**config.mk**
```make
export PLATFORM = sky130hd
export DESIGN_NAME = alm_match_unit
export DESIGN_NICKNAME = d
export VERILOG_FILES = /design/src/rtl/alm_pkg.sv /design/src/rtl/alm_repeat_decode.sv /design/src/rtl/alm_field_cmp.sv /design/src/rtl/alm_match_unit.sv
export SDC_FILE = /design/constraint.sdc
export NUM_CORES = 1
export LEC_CHECK = 0
export ABC_AREA = 0
export BUFFER_PORTS_ARGS = -buffer_cell sky130_fd_sc_hd__buf_2
export CAP_MARGIN = 25
export CORE_ASPECT_RATIO = 0.7
export CORE_MARGIN = 1
export CORE_UTILIZATION = 30
export DETAILED_ROUTE_END_ITERATION = 7
export PLACE_DENSITY_LB_ADDON = 0.15
export SKIP_CTS_REPAIR_TIMING = 1
export SYNTH_ARGS = -nofsm -noshare
export SYNTH_HDL_FRONTEND = slang
export SYNTH_SLANG_ARGS = --single-unit
```
**constraint.sdc**
```tcl
create_clock -name clk -period 4.76 [get_ports clk]
set_input_delay 0.952 -clock clk [delete_from_list [all_inputs] [get_ports clk]]
set_output_delay 0.952 -clock clk [all_outputs]
set_load 0.1 [all_outputs]
```
**src/rtl/alm_pkg.sv**
```systemverilog
package alm_pkg;
    localparam int NF      = 5;   // compared fields
    localparam int DW      = 8;   // byte width
    localparam int AW      = 3;   // register address width
    localparam int F_SEC   = 0;
    localparam int F_MIN   = 1;
    localparam int F_HOUR  = 2;
    localparam int F_DATE  = 3;
    localparam int F_MONTH = 4;
    localparam int A_RPT   = NF;
    localparam int A_EN    = NF + 1;
    localparam int A_FLAGS = NF + 2;
    localparam int AF_BIT  = 6;

    typedef struct packed {
        logic [NF-1:0][DW-1:0] alm;
        logic [NF-1:0]         rpt;
        logic                  afe;
        logic                  abe;
        logic                  af;
        logic                  rel;
    } alm_state_t;
endpackage

```
**src/rtl/alm_repeat_decode.sv**
```systemverilog
module alm_repeat_decode #(
    parameter int NF = 5
) (
    input  logic [NF-1:0] rpt,
    output logic [NF-1:0] ignore,
    output logic          code_ok
);
    logic [NF:0] inv_w;
    logic [NF:0] inc_w;

    // accepted codes are a run of ones from the top: inverse is a run of ones from bit 0
    always_comb begin
        inv_w   = {1'b0, ~rpt};
        inc_w   = inv_w + 1'b1;
        code_ok = ((inv_w & inc_w) == '0);
        ignore  = code_ok ? rpt : '1;
    end
endmodule

```
**src/rtl/alm_field_cmp.sv**
```systemverilog
module alm_field_cmp #(
    parameter int NF = 5,
    parameter int DW = 8
) (
    input  logic [NF-1:0][DW-1:0] cur,
    input  logic [NF-1:0][DW-1:0] alm,
    input  logic [NF-1:0]         ignore,
    output logic                  match
);
    logic [NF-1:0] hit_w;

    for (genvar i = 0; i < NF; i++) begin : g_field
        assign hit_w[i] = ignore[i] | (cur[i] == alm[i]);
    end

    assign match = &hit_w;
endmodule

```
**src/rtl/alm_match_unit.sv**
```systemverilog
module alm_match_unit
    import alm_pkg::*;
(
    input  logic          clk,
    input  logic          rst_n,
    input  logic          tick,
    input  logic          backup,
    input  logic [DW-1:0] cur_sec,
    input  logic [DW-1:0] cur_min,
    input  logic [DW-1:0] cur_hour,
    input  logic [DW-1:0] cur_date,
    input  logic [DW-1:0] cur_month,
    input  logic [AW-1:0] reg_sel,
    input  logic          reg_wr,
    input  logic          reg_rd,
    input  logic [DW-1:0] reg_wdata,
    output logic [DW-1:0] reg_rdata,
    output logic          irq_n
);
    alm_state_t state_d, state_q;

    logic [NF-1:0][DW-1:0] cur_w;
    logic [NF-1:0]         ignore_w;
    logic                  code_ok_w;
    logic                  match_w;
    logic                  disabled_w;
    logic                  fire_w;

    assign cur_w = {cur_month, cur_date, cur_hour, cur_min, cur_sec};

    alm_repeat_decode #(.NF(NF)) u_decode (
        .rpt     (state_q.rpt),
        .ignore  (ignore_w),
        .code_ok (code_ok_w)
    );

    alm_field_cmp #(.NF(NF), .DW(DW)) u_cmp (
        .cur    (cur_w),
        .alm    (state_q.alm),
        .ignore (ignore_w),
        .match  (match_w)
    );

    assign disabled_w = (state_q.alm[F_DATE] == '0) && (state_q.rpt[NF-2:0] == '0);
    assign fire_w     = tick && match_w && !disabled_w;

    always_comb begin
        state_d = state_q;
        if (reg_wr) begin
            for (int i = 0; i < NF; i++) begin
                if (reg_sel == AW'(i)) state_d.alm[i] = reg_wdata;
            end
            if (reg_sel == AW'(A_RPT)) state_d.rpt = reg_wdata[NF-1:0];
            if (reg_sel == AW'(A_EN)) begin
                state_d.afe = reg_wdata[0];
                state_d.abe = reg_wdata[1];
            end
        end
        if (reg_rd && reg_sel == AW'(A_FLAGS) && state_q.af) begin
            if (!state_q.rel) begin
                state_d.rel = 1'b1;
            end else begin
                state_d.af  = 1'b0;
                state_d.rel = 1'b0;
            end
        end
        if (fire_w) begin
            state_d.af  = 1'b1;
            state_d.rel = 1'b0;
        end
    end

    always_ff @(posedge clk or negedge rst_n) begin
        if (!rst_n) state_q <= '0;
        else        state_q <= state_d;
    end

    always_comb begin
        reg_rdata = '0;
        for (int i = 0; i < NF; i++) begin
            if (reg_sel == AW'(i)) reg_rdata = state_q.alm[i];
        end
        if (reg_sel == AW'(A_RPT))   reg_rdata = {{(DW-NF){1'b0}}, state_q.rpt};
        if (reg_sel == AW'(A_EN))    reg_rdata = {{(DW-2){1'b0}}, state_q.abe, state_q.afe};
        if (reg_sel == AW'(A_FLAGS)) reg_rdata[AF_BIT] = state_q.af;
    end

    assign irq_n = ~(state_q.af & ~state_q.rel & state_q.afe & (~backup | state_q.abe));
endmodule

```
# == After elaboration in Yosys (flattened, before gate mapping) ==
# Cells that the tools add are included.
# word_totals
reg_bits,49
# classes
addsub,1
n_eq_ne,12
muxes,13
bitwise,14
reduce_logical,21
# ops
operator,n
2-to-1 mux 8 bit,7
equality test 8 bit,5
AND reduction 2 bit,8
equality test 3 bit (second input constant),4
logical NOT 8 bit,1
adder 5 x 1 -> 6 bit (second input constant),1
AND 5 x 6 -> 6 bit,1
equality test 3 x 2 -> 1 bit (second input constant),2
logical NOT 6 bit,1
bitwise OR 1 bit,6
logical AND 1 bit,5
2-to-1 mux 5 bit,1
NOT 5 bit,1
AND reduction 5 bit,1
logical NOT 4 bit,1
2-to-1 mux 2 bit,2
nonzero test 2 bit,2
AND 1 bit,3
equality test 3 x 1 -> 1 bit (second input constant),1
logical NOT 3 bit,1
2-to-1 mux 1 bit,3
NOT 1 bit,3
logical NOT 1 bit,1

# == Depth between registers and ports, before layout ==
# Gate-level depths: netlist of the first run.
# depth
ltp_word,11
ltp_mapped,7
ltp_nobuf,5

# == Modules after synthesis ==
# A second synthesis of the first run with hierarchy kept.
# hier_totals
cells_unflattened,240
area_unflattened_um2,2909.0
# by_module_without_submodules
mod,instances,cells_each,area_per_inst_um2,seq_area_each_um2
alm_match_unit,1,171,2362.3,1226.2
alm_field_cmp,1,57,466.7,0.0
alm_repeat_decode,1,12,80.1,0.0

# == Worst setup path after synthesis of the first run ==
# Ideal clock, no wire load.
# synth_path
kind,input to output
startpoint,input reg_sel[1]
endpoint,output reg_rdata[1]
arrival_time_ns,4.094
path_slack_ns,-0.286
path_stages,6
n_path_buf,1
cell_sequence,buf_2 -> nor2b_1 -> o2bb2ai_1 -> a222oi_1 -> o21bai_1 -> a221oi_1
# synth_between
elab_chain_cells,8
word_cells_on_any_way,14
classes_between,eq/ne (6); mux (7); reduce/logical (1)
# synth_lines
item,line_no,text
"start, declared",alm_match_unit.sv:13,"input logic [AW-1:0] reg_sel,"
logical NOT 3 bit,alm_match_unit.sv:81,if (reg_sel == AW'(i)) reg_rdata = state_q.alm[i];
2-to-1 mux 8 bit (5 in series),alm_match_unit.sv:81,
2-to-1 mux 8 bit,alm_match_unit.sv:83,"if (reg_sel == AW'(A_RPT)) reg_rdata = {{(DW-NF){1'b0}}, state_q.rpt};"
2-to-1 mux 8 bit *,alm_match_unit.sv:84,"if (reg_sel == AW'(A_EN)) reg_rdata = {{(DW-2){1'b0}}, state_q.abe, state_q.afe};"
"end, declared",alm_match_unit.sv:17,"output logic [DW-1:0] reg_rdata,"
# Every way passes the cells marked *; elsewhere a longest branch is shown, timed or not.

# == Worst setup path in the final report of the first run ==
# layout_path
startpoint,input reg_sel[0]
endpoint,output reg_rdata[1]
# The elaborated chain is that of the path after synthesis.

==> results of run 1 <==
## layout make-up
cell class | instances | area (um^2)
clock buffer | 7 | 142.6
clock inverter | 1 | 30.03
fill | 934 | 5630
inverter | 2 | 7.507
multi-input combinational | 181 | 1546
sequential | 49 | 1226
tap | 124 | 155.1
timing repair buffer | 66 | 332.8
## final timing paths
kind | to | slack [ns] | cells after the start
worst max register to register | state_q[0]$_DFFE_PN0P_ | 2.48 | 5
max in group asynchronous | state_q[28]$_DFFE_PN0P_ | 3.57 | 2
worst max-delay path | reg_rdata[1] | 0.90 | 7
worst min register to register | state_q[2]$_DFFE_PN0P_ | 0.56 | 1
worst min-delay path | state_q[2]$_DFFE_PN0P_ | 0.56 | 1
min in group asynchronous | state_q[41]$_DFFE_PN0P_ | 0.77 | 2
## power by group
part / internal, uW / leakage (uW) / switching [uW]
Combinational: 184 / 0.000871 / 246
Sequential: 506 / 0.000586 / 115
Clock: 263 / 0.0000841 / 156
## stage by stage
step | hold WS [ns] | area [um^2] | utilization
2_1_floorplan | 0.4875 | 2830 | -
3_3_place_gp | 0.5317 | 3268 | 0.3603
3_5_place_dp | 0.5445 | 3268 | 0.3603
4_1_cts | 0.5613 | 3441 | 0.3793
5_1_grt | 0.5813 | 3441 | 0.3793
6_report | 0.5555 | 3441 | 0.3793
## layout by cell type (no fill, tap or decap), types with 2 or more instances in the layout
cell type	n
a221oi_2	2
xnor2_1	8
nor2b_1	4
clkbuf_16	5
buf_2	65
mux2i_1	5
mux4_2	3
nand2b_1	2
nor2_1	10
a22oi_1	2
nand4_1	4
o21bai_1	2
and3_1	6
inv_1	2
dfrtp_1	49
nand3_1	3
nand2_1	9
mux2_2	47
o21ai_0	9
a222oi_1	2
a21oi_1	7
nor4_1	9
a22o_1	2
xor2_1	33
a21o_1	2
o2bb2ai_1	2
## cell families (layout without fill, tap and decap cells)
| group | count (synthesis) | after routing | share of synthesized area |
|---|---|---|---|
| flip-flops | 49 | 49 | 0.4352 |
| buffers and inverters | 12 | 76 | 0.02043 |
| AND/OR/NAND/NOR | 51 | 51 | 0.09858 |
| XOR/XNOR | 41 | 41 | 0.1274 |
| AO/OA/AOI/OAI | 33 | 33 | 0.07948 |
| multiplexers | 56 | 56 | 0.2389 |
## per-layer routing
| metal | wire length [um] | global-route usage | vias up |
|---|---|---|---|
| met1 | 4286 | 0.2774 | 1073 |
| met5 | 0 | 0 | - |
| met4 | 180 | 0.06876 | 0 |
| met3 | 437 | 0.04464 | 14 |
| li1 | - | - | 1013 |
| met2 | 3352 | 0.2417 | 70 |
## critical path, cell delays in order
cell and delay [ns]:
buf_2 0.37, nor2b_1 0.38, o2bb2ai_1 0.16, a222oi_1 0.14, o21bai_1 0.21, a221oi_2 0.23
buf_2 0.46
==> flow_metrics.tcl, run 1 <==
set metrics [dict create \
    core-area_um2 9071 \
    place_worst_setup_slack_ns 0.8911 \
    clock_sinks 49 \
    drive_above_1_share 0.4118 \
    violations "DRC" \
    holdCritStartpoint "state_q[2]$_DFFE_PN0P_" \
    path_class "in -> out" \
    cts_made_buffers 5 \
    ys_ff_latch 49 \
    cp.required_ns 3.81 \
    design.portCount 66 \
    yosysSeqAreaShare 0.4352 \
    avgViaCountPerCell 5.047 \
    fin_crit_ns 3.865 \
    gp_congestion 0.8631 \
    rsz0062_at_grt "no" \
    period_share 0.8119 \
    row_count 29 \
    cts_tree "built" \
    dp_hpwl_um 6316 \
    final.setup.worst_slack_ns 0.8953 \
    grt_max_degree 50 \
    grt.overflow.total 0 \
    die_w_um 117.8 \
    synthDominantCellAreaShare 0.4352 \
    reg2reg_from "state_q[24]$_DFFE_PN0P_" \
    clockBufferDepth 2 \
    finalWirelength_um 8256 \
    dieArea_um2 9790 \
    synth.area.top_cells "dfrtp_1 (44%), mux2_2 (19%), xor2_1 (10%)" \
    antenna_left 0 \
    slew_violations 0 \
    synth_commonest_cells "dfrtp_1 (49), mux2_2 (47), xor2_1 (33)" \
    areaGrowthSynthToFinish_pct 22.11 \
    cp-start-kind "input pin" \
    largest_reg_flops 49 \
    drc 2 \
    synth-async-reset-ratio 1.000 \
    reg.largest.list "state_q (49)" \
    cts_htree_levels 2 \
    netlist_area_um2 2818 \
    yosysWarningCount 0 \
    grt_pass1_vias 2280 \
    maxSlewHeadroom 0.5517 \
    clk_pin_slew_worst_paths_ns 0.06 \
    worst_pin_slew_ns 0.6664 \
    yosysMostFrequentCell "dfrtp_1" \
    via_count 2170 \
    cp-end-kind "primary output" \
    fin_nets 362 \
    startpoint "reg_sel[0]" \
    path_max_fanout 21 \
    start_util 0.3106 \
    die_h_um 83.09 \
    hold_path_class "reg -> reg" \
    post-place-cells 422 \
    synth_top_cell_by_area "dfrtp_1" \
    status "finished, violations left" \
    first_pass_iters 7 \
    root_buffer "clkbuf_16" \
    grt_pass1_wl_um 13120 \
    crit_arrival_ns 2.91 \
    syn_inst 242 \
    final-instance-count-excl-fill 430 \
    hold_viol 0 \
    power_density_nw_per_um2 427.3 \
    wl_per_cell_um 19.20 \
    port_buffers 65 \
    max-vdd-ir-drop_uv 137.8 \
    setup_viol 0 \
    synth_flop_cell "dfrtp_1" \
    fmax_mhz 258.8 \
    grt_use_total 0.1817 \
    top_register "state_q" \
    synth_fp_nets 299 \
    p_leak_uw 0.001541 \
    antenna_found_initial 0 \
    total_power_uw 1470 \
    clk_latency_ns 0.30 \
    fin_worst_skew_ns 0.004383 \
    setup_tns_ns 0 \
    diodes 0 \
    syn_avg_cell_area_um2 11.64 \
    synth.distinct_cells 33 \
    drt_iter0_drc 131 \
    maxCapViolCount 0 \
    synth_edf_count 0 \
]
No activity file was read; power rests on OpenSTA's default activity.
==> inputs of run 2 (changes only) <==
clock period = 3.9 ns   (was 4.76 ns; I/O delays follow)
==> run 2 against run 1 <==
  * The run now ends clean
  * Global-route usage increased by 0.29 points
  * Clock power increased by 12%
  * Sequential power is 23% higher
  * First-iteration DRC count shrank 8.4%
  * Clock skew shrank 0.00070 ns
  * Critical path depth is the same
  * Count of clock-buffer cells in the layout is the same
  * Die area stayed put
  * Setup slack worse by 0.36 ns
  * Power rose by 20%
==> flow_metrics.tcl, run 2 (synthesis gave the netlist of run 1 again) <==
set metrics [dict create \
    switchingPower_uw 643.9 \
    drt_iter0_drc 120 \
    antenna_found_initial 0 \
    path_max_fanout 17 \
    port_buffers 65 \
    regArea_um2 1226 \
    clockBufferDepth 2 \
    maxSlewHeadroom 0.6300 \
    avgViaCountPerCell 5.083 \
    design.portCount 66 \
    drive_above_1_share 0.4188 \
    cp_cell_sequence "buf_2 > nor2b_1 > o2bb2ai_1 > a222oi_1 > o21bai_1 > a221oi_2 > buf_2" \
    rsz0062_at_grt "no" \
    layout_common_cells "buf_2 (65), dfrtp_1 (49), mux2_2 (47)" \
    cts_tree "built" \
    p_seq_frac 0.432 \
    fmax_mhz 297.1 \
    top_register "state_q" \
    cp.required_ns 3.12 \
    row_count 29 \
    worst_pin_slew_ns 0.5533 \
    clk_pin_slew_worst_paths_ns 0.06 \
    setup_tns_ns 0 \
    cts_htree_levels 2 \
    diodes 0 \
    dp_hpwl_um 6681 \
    path_class "in -> out" \
    hold_viol 0 \
    drc 0 \
    cp-start-kind "input pin" \
    root_buffer "clkbuf_16" \
    critPathSlowestCell "buf_2" \
    grt_use_total 0.1846 \
    n_fill_cell 931 \
    cp_slowest_stage_delay_ns 0.46 \
    die_h_um 83.09 \
    die_w_um 117.8 \
    areaGrowthSynthToFinish_pct 22.56 \
    grt_max_degree 30 \
    cp-end-kind "primary output" \
    slew_violations 0 \
    gp_congestion 0.8707 \
    pwr-share-clk 0.265 \
    fin_nets 364 \
    antenna_left 0 \
    period_share 0.8629 \
    power_density_nw_per_um2 510.2 \
    multi_input_comb_area_um2 1546 \
    fin_crit_ns 3.365 \
    wl_per_cell_um 19.88 \
    first_pass_iters 5 \
    fin_worst_skew_ns 0.003688 \
    setup_viol 0 \
    reg2regPathDepth 5 \
    comb_power_share 0.302 \
    hold_path_class "in -> async" \
    clock_sinks 49 \
    total_power_uw 1762 \
    crit_top_cell "buf_2" \
    reg.largest.list "state_q (49)" \
    grt_pass1_wl_um 13260 \
    fin_util 0.3807 \
    dieArea_um2 9790 \
    core-area_um2 9071 \
    grt.overflow.total 0 \
    p_leak_uw 0.001551 \
    grt_pass1_vias 2224 \
    cts_made_buffers 5 \
    maxCapViolCount 0 \
    clk_latency_ns 0.29 \
    status "finished, final reports clean" \
    switching_share 0.3655 \
    start_util 0.3106 \
    max-vdd-ir-drop_uv 263.4 \
    largest_reg_flops 49 \
    p_int_uw 1118 \
    via_count 2196 \
    finalWirelength_um 8590 \
    layout_commonest_cell "buf_2" \
    crit_arrival_ns 2.59 \
]
[run 2: cell count changes in the layout (fill, tap and decap cells not counted), sizes merged]
cell | previous run | this run
buf | 66 | 68
bufinv | 1 | 0
clkinv | 0 | 1
[run 2: area by class of cell]
type | count | area share
Tap cell | 124 | 0.04493
Multi-Input combinational cell | 181 | 0.4478
Clock inverter | 1 | 0.001449
Clock buffer | 7 | 0.04420
Timing Repair Buffer | 68 | 0.1043
Inverter | 2 | 0.002174
Sequential cell | 49 | 0.3551
[run 2: path summary, 6_finish.rpt]
path / endpoint / slack [ns] / startpoint
max: reg_rdata[1] / 0.53 / reg_sel[1]
min: state_q[44]$_DFFE_PN0P_ / 0.44 / rst_n
max reg2reg: state_q[0]$_DFFE_PN0P_ / 1.74 / state_q[17]$_DFFE_PN0P_
min reg2reg: state_q[2]$_DFFE_PN0P_ / 0.53 / state_q[2]$_DFFE_PN0P_
max in group asynchronous: state_q[14]$_DFFE_PN0P_ / 2.80 / rst_n
min in group clk: state_q[2]$_DFFE_PN0P_ / 0.53 / state_q[2]$_DFFE_PN0P_
[run 2: power by group through the flow]
stage          sequential (uW)  clock [uW]  combinational [uW]
2_1_floorplan              708           0                 413
3_3_place_gp               771           0                 526
3_5_place_dp               769           0                 535
4_1_cts                    760         474                 538
5_1_grt                    776         495                 574
6_report                   761         468                 533
[run 2: metrics by stage]
stage	hold WS, ns	worst slack [ns]	cell area [um^2]	instances
6_report	0.4435	0.5346	3453	432
5_1_grt	0.4833	0.4343	3453	432
4_1_cts	0.4620	0.5540	3453	432
3_5_place_dp	0.5221	0.5630	3296	424
3_3_place_gp	0.5191	0.6116	3276	423
2_1_floorplan	0.4844	0.09323	2830	242
[run 2: routing by layer]
| metal | global-route usage | share of wire | vias to the layer above |
|---|---|---|---|
| met5 | 0 | 0 | - |
| met4 | 0.03846 | 0.0069 | 0 |
| met3 | 0.04052 | 0.079 | 5 |
| met2 | 0.2433 | 0.39 | 85 |
| met1 | 0.2988 | 0.53 | 1089 |
| li1 | - | - | 1017 |
[run 2: worst max-delay path: cells and delay by family]
| family | cells | cell delay [ns] |
|---|---|---|
| simple gates | 1 | 0.35 |
| compound gates | 4 | 0.77 |
| buf+inv | 2 | 0.68 |
==> inputs of run 3 (changes only) <==
PLACE_DENSITY = 0.48   (was default)
PLACE_DENSITY_LB_ADDON = default   (was 0.15)
==> run 3 against run 2 <==
  * Combinational power is 0.9% higher
  * Sequential share of layout area is 0.051 points higher
  * Clock skew is 0.0020 ns lower
  * Register-to-register slack worse by 0.06 ns
  * Sequential power hardly changed
  * Power is 2.6% higher
  * First-iteration DRC count is 16% lower
  * Setup slack better by 0.00059 ns
  * Utilization is 0.055 points lower
  * Hold slack better by 0.056 ns
  * Critical endpoint is now reg_rdata[0]
==> flow_metrics.tcl, run 3 (synthesis gave the netlist of run 1 again) <==
set metrics [dict create \
    status "finished, final reports clean" \
    path_max_fanout 17 \
    dieArea_um2 9790 \
    clk_pin_slew_worst_paths_ns 0.07 \
    maxSlewHeadroom 0.5931 \
    grt_use_total 0.1805 \
    grt.overflow.total 0 \
    cp-start-kind "input pin" \
    row_count 29 \
    top_register "state_q" \
    cts_htree_levels 2 \
    drc 0 \
    period_share 0.8628 \
    dp_hpwl_um 6613 \
    diodes 0 \
    cp-end-kind "primary output" \
    port_buffers 65 \
    use_met2 0.2465 \
    fmax_mhz 297.2 \
    crit_arrival_ns 2.58 \
    hold_ws_ns 0.4992 \
    reg2regPathDepth 5 \
    hold_path_class "in -> async" \
    fin_nets 363 \
    design.portCount 66 \
    setup_viol 0 \
    fin_util 0.3801 \
    post-place-cells 423 \
    die_h_um 83.09 \
    first_pass_iters 4 \
    rsz0062_at_grt "no" \
    regToRegSetupSlack_ns 1.68 \
    antenna_found_initial 0 \
    reg2reg_from "state_q[15]$_DFFE_PN0P_" \
    clockBufferDepth 2 \
    clock_sinks 49 \
    drive_above_1_share 0.4137 \
    worst_pin_slew_ns 0.6103 \
    pwr-share-clk 0.283 \
    path_class "in -> out" \
    via_count 2163 \
    p_seq_frac 0.419 \
    largest_reg_flops 49 \
    grt_use_met1 0.2928 \
    p_int_uw 1165 \
    wl_per_cell_um 19.55 \
    busiest_layer "met1" \
    cts_made_buffers 5 \
    start_util 0.3106 \
    areaGrowthSynthToFinish_pct 22.38 \
    total_power_uw 1808 \
    hold_viol 0 \
    cts_tree "built" \
    maxCapViolCount 0 \
    antenna_left 0 \
    root_buffer "clkbuf_16" \
    avgViaCountPerCell 5.019 \
    finalWirelength_um 8428 \
    layout_commonest_cell "buf_2" \
    clk_latency_ns 0.29 \
    fin_worst_skew_ns 0.001680 \
    p_leak_uw 0.001546 \
    cp.required_ns 3.12 \
    switching_share 0.3557 \
    grt_pass1_wl_um 13100 \
    rr_endpoint "state_q[0]$_DFFE_PN0P_" \
    drt_iter0_drc 101 \
    power_density_nw_per_um2 524.3 \
    switchingPower_uw 643.1 \
    die_w_um 117.8 \
    grt_pass1_vias 2201 \
    n_fill_cell 941 \
    comb_power_share 0.297 \
    slew_violations 0 \
    gr-usage-met3 0.03915 \
    core-area_um2 9071 \
    grt_max_degree 27 \
    reg.largest.list "state_q (49)" \
    max-vdd-ir-drop_uv 275.8 \
    final-instance-count-excl-fill 431 \
    setup_tns_ns 0 \
    gp_congestion 0.8609 \
    layout_common_cells "buf_2 (65), dfrtp_1 (49), mux2_2 (47)" \
    fin_crit_ns 3.365 \
]
run 3: metrics by stage:
step | cell area [um^2] | setup slack [ns]
3_5_place_dp | 3276 | 0.5316
4_1_cts | 3448 | 0.5347
5_1_grt | 3448 | 0.3528
6_report | 3448 | 0.5352
2_1_floorplan | 2830 | 0.09323
3_3_place_gp | 3276 | 0.5726
run 3: cell type report:
| class | count | area [um^2] | area share |
|---|---|---|---|
| clock buffer | 7 | 142.6 | 0.04136 |
| clock inverter | 1 | 30.03 | 0.008708 |
| inverter | 2 | 7.507 | 0.002177 |
| multi-input combinational | 181 | 1546 | 0.4485 |
| sequential | 49 | 1226 | 0.3556 |
| tap | 124 | 155.1 | 0.04499 |
| timing repair buffer | 67 | 340.3 | 0.09869 |
run 3: worst max-delay path by stage:
stage	start	endpoint	cells after the start
2_1_floorplan	reg_sel[1]	reg_rdata[0]	6
3_3_place_gp	reg_sel[1]	reg_rdata[0]	7
3_5_place_dp	reg_sel[1]	reg_rdata[0]	7
4_1_cts	reg_sel[1]	reg_rdata[0]	7
5_1_grt	reg_sel[1]	reg_rdata[1]	7
6_report	reg_sel[1]	reg_rdata[0]	7
run 3: power groups by stage:
stage / Combinational (uW) / Sequential, uW / Clock, uW
floorplan: 413 / 708 / 0
global placement: 533 / 767 / 0
detailed placement: 537 / 765 / 0
CTS: 541 / 756 / 523
global route: 576 / 772 / 546
finish: 538 / 758 / 512
run 3: routing by layer:
| metal | share of wire | up-vias | wire, um |
|---|---|---|---|
| met2 | 0.41 | 69 | 3485 |
| met4 | 0.0011 | 0 | 9 |
| met5 | 0 | - | 0 |
| li1 | - | 1019 | - |
| met1 | 0.53 | 1073 | 4475 |
| met3 | 0.054 | 2 | 457 |
run 3: critical path, cell delays in order:
cell and delay, ns:
buf_2 0.22, nor2b_1 0.38, o2bb2ai_1 0.17, a222oi_1 0.13, o21bai_1 0.20, a221oi_2 0.23
buf_2 0.46
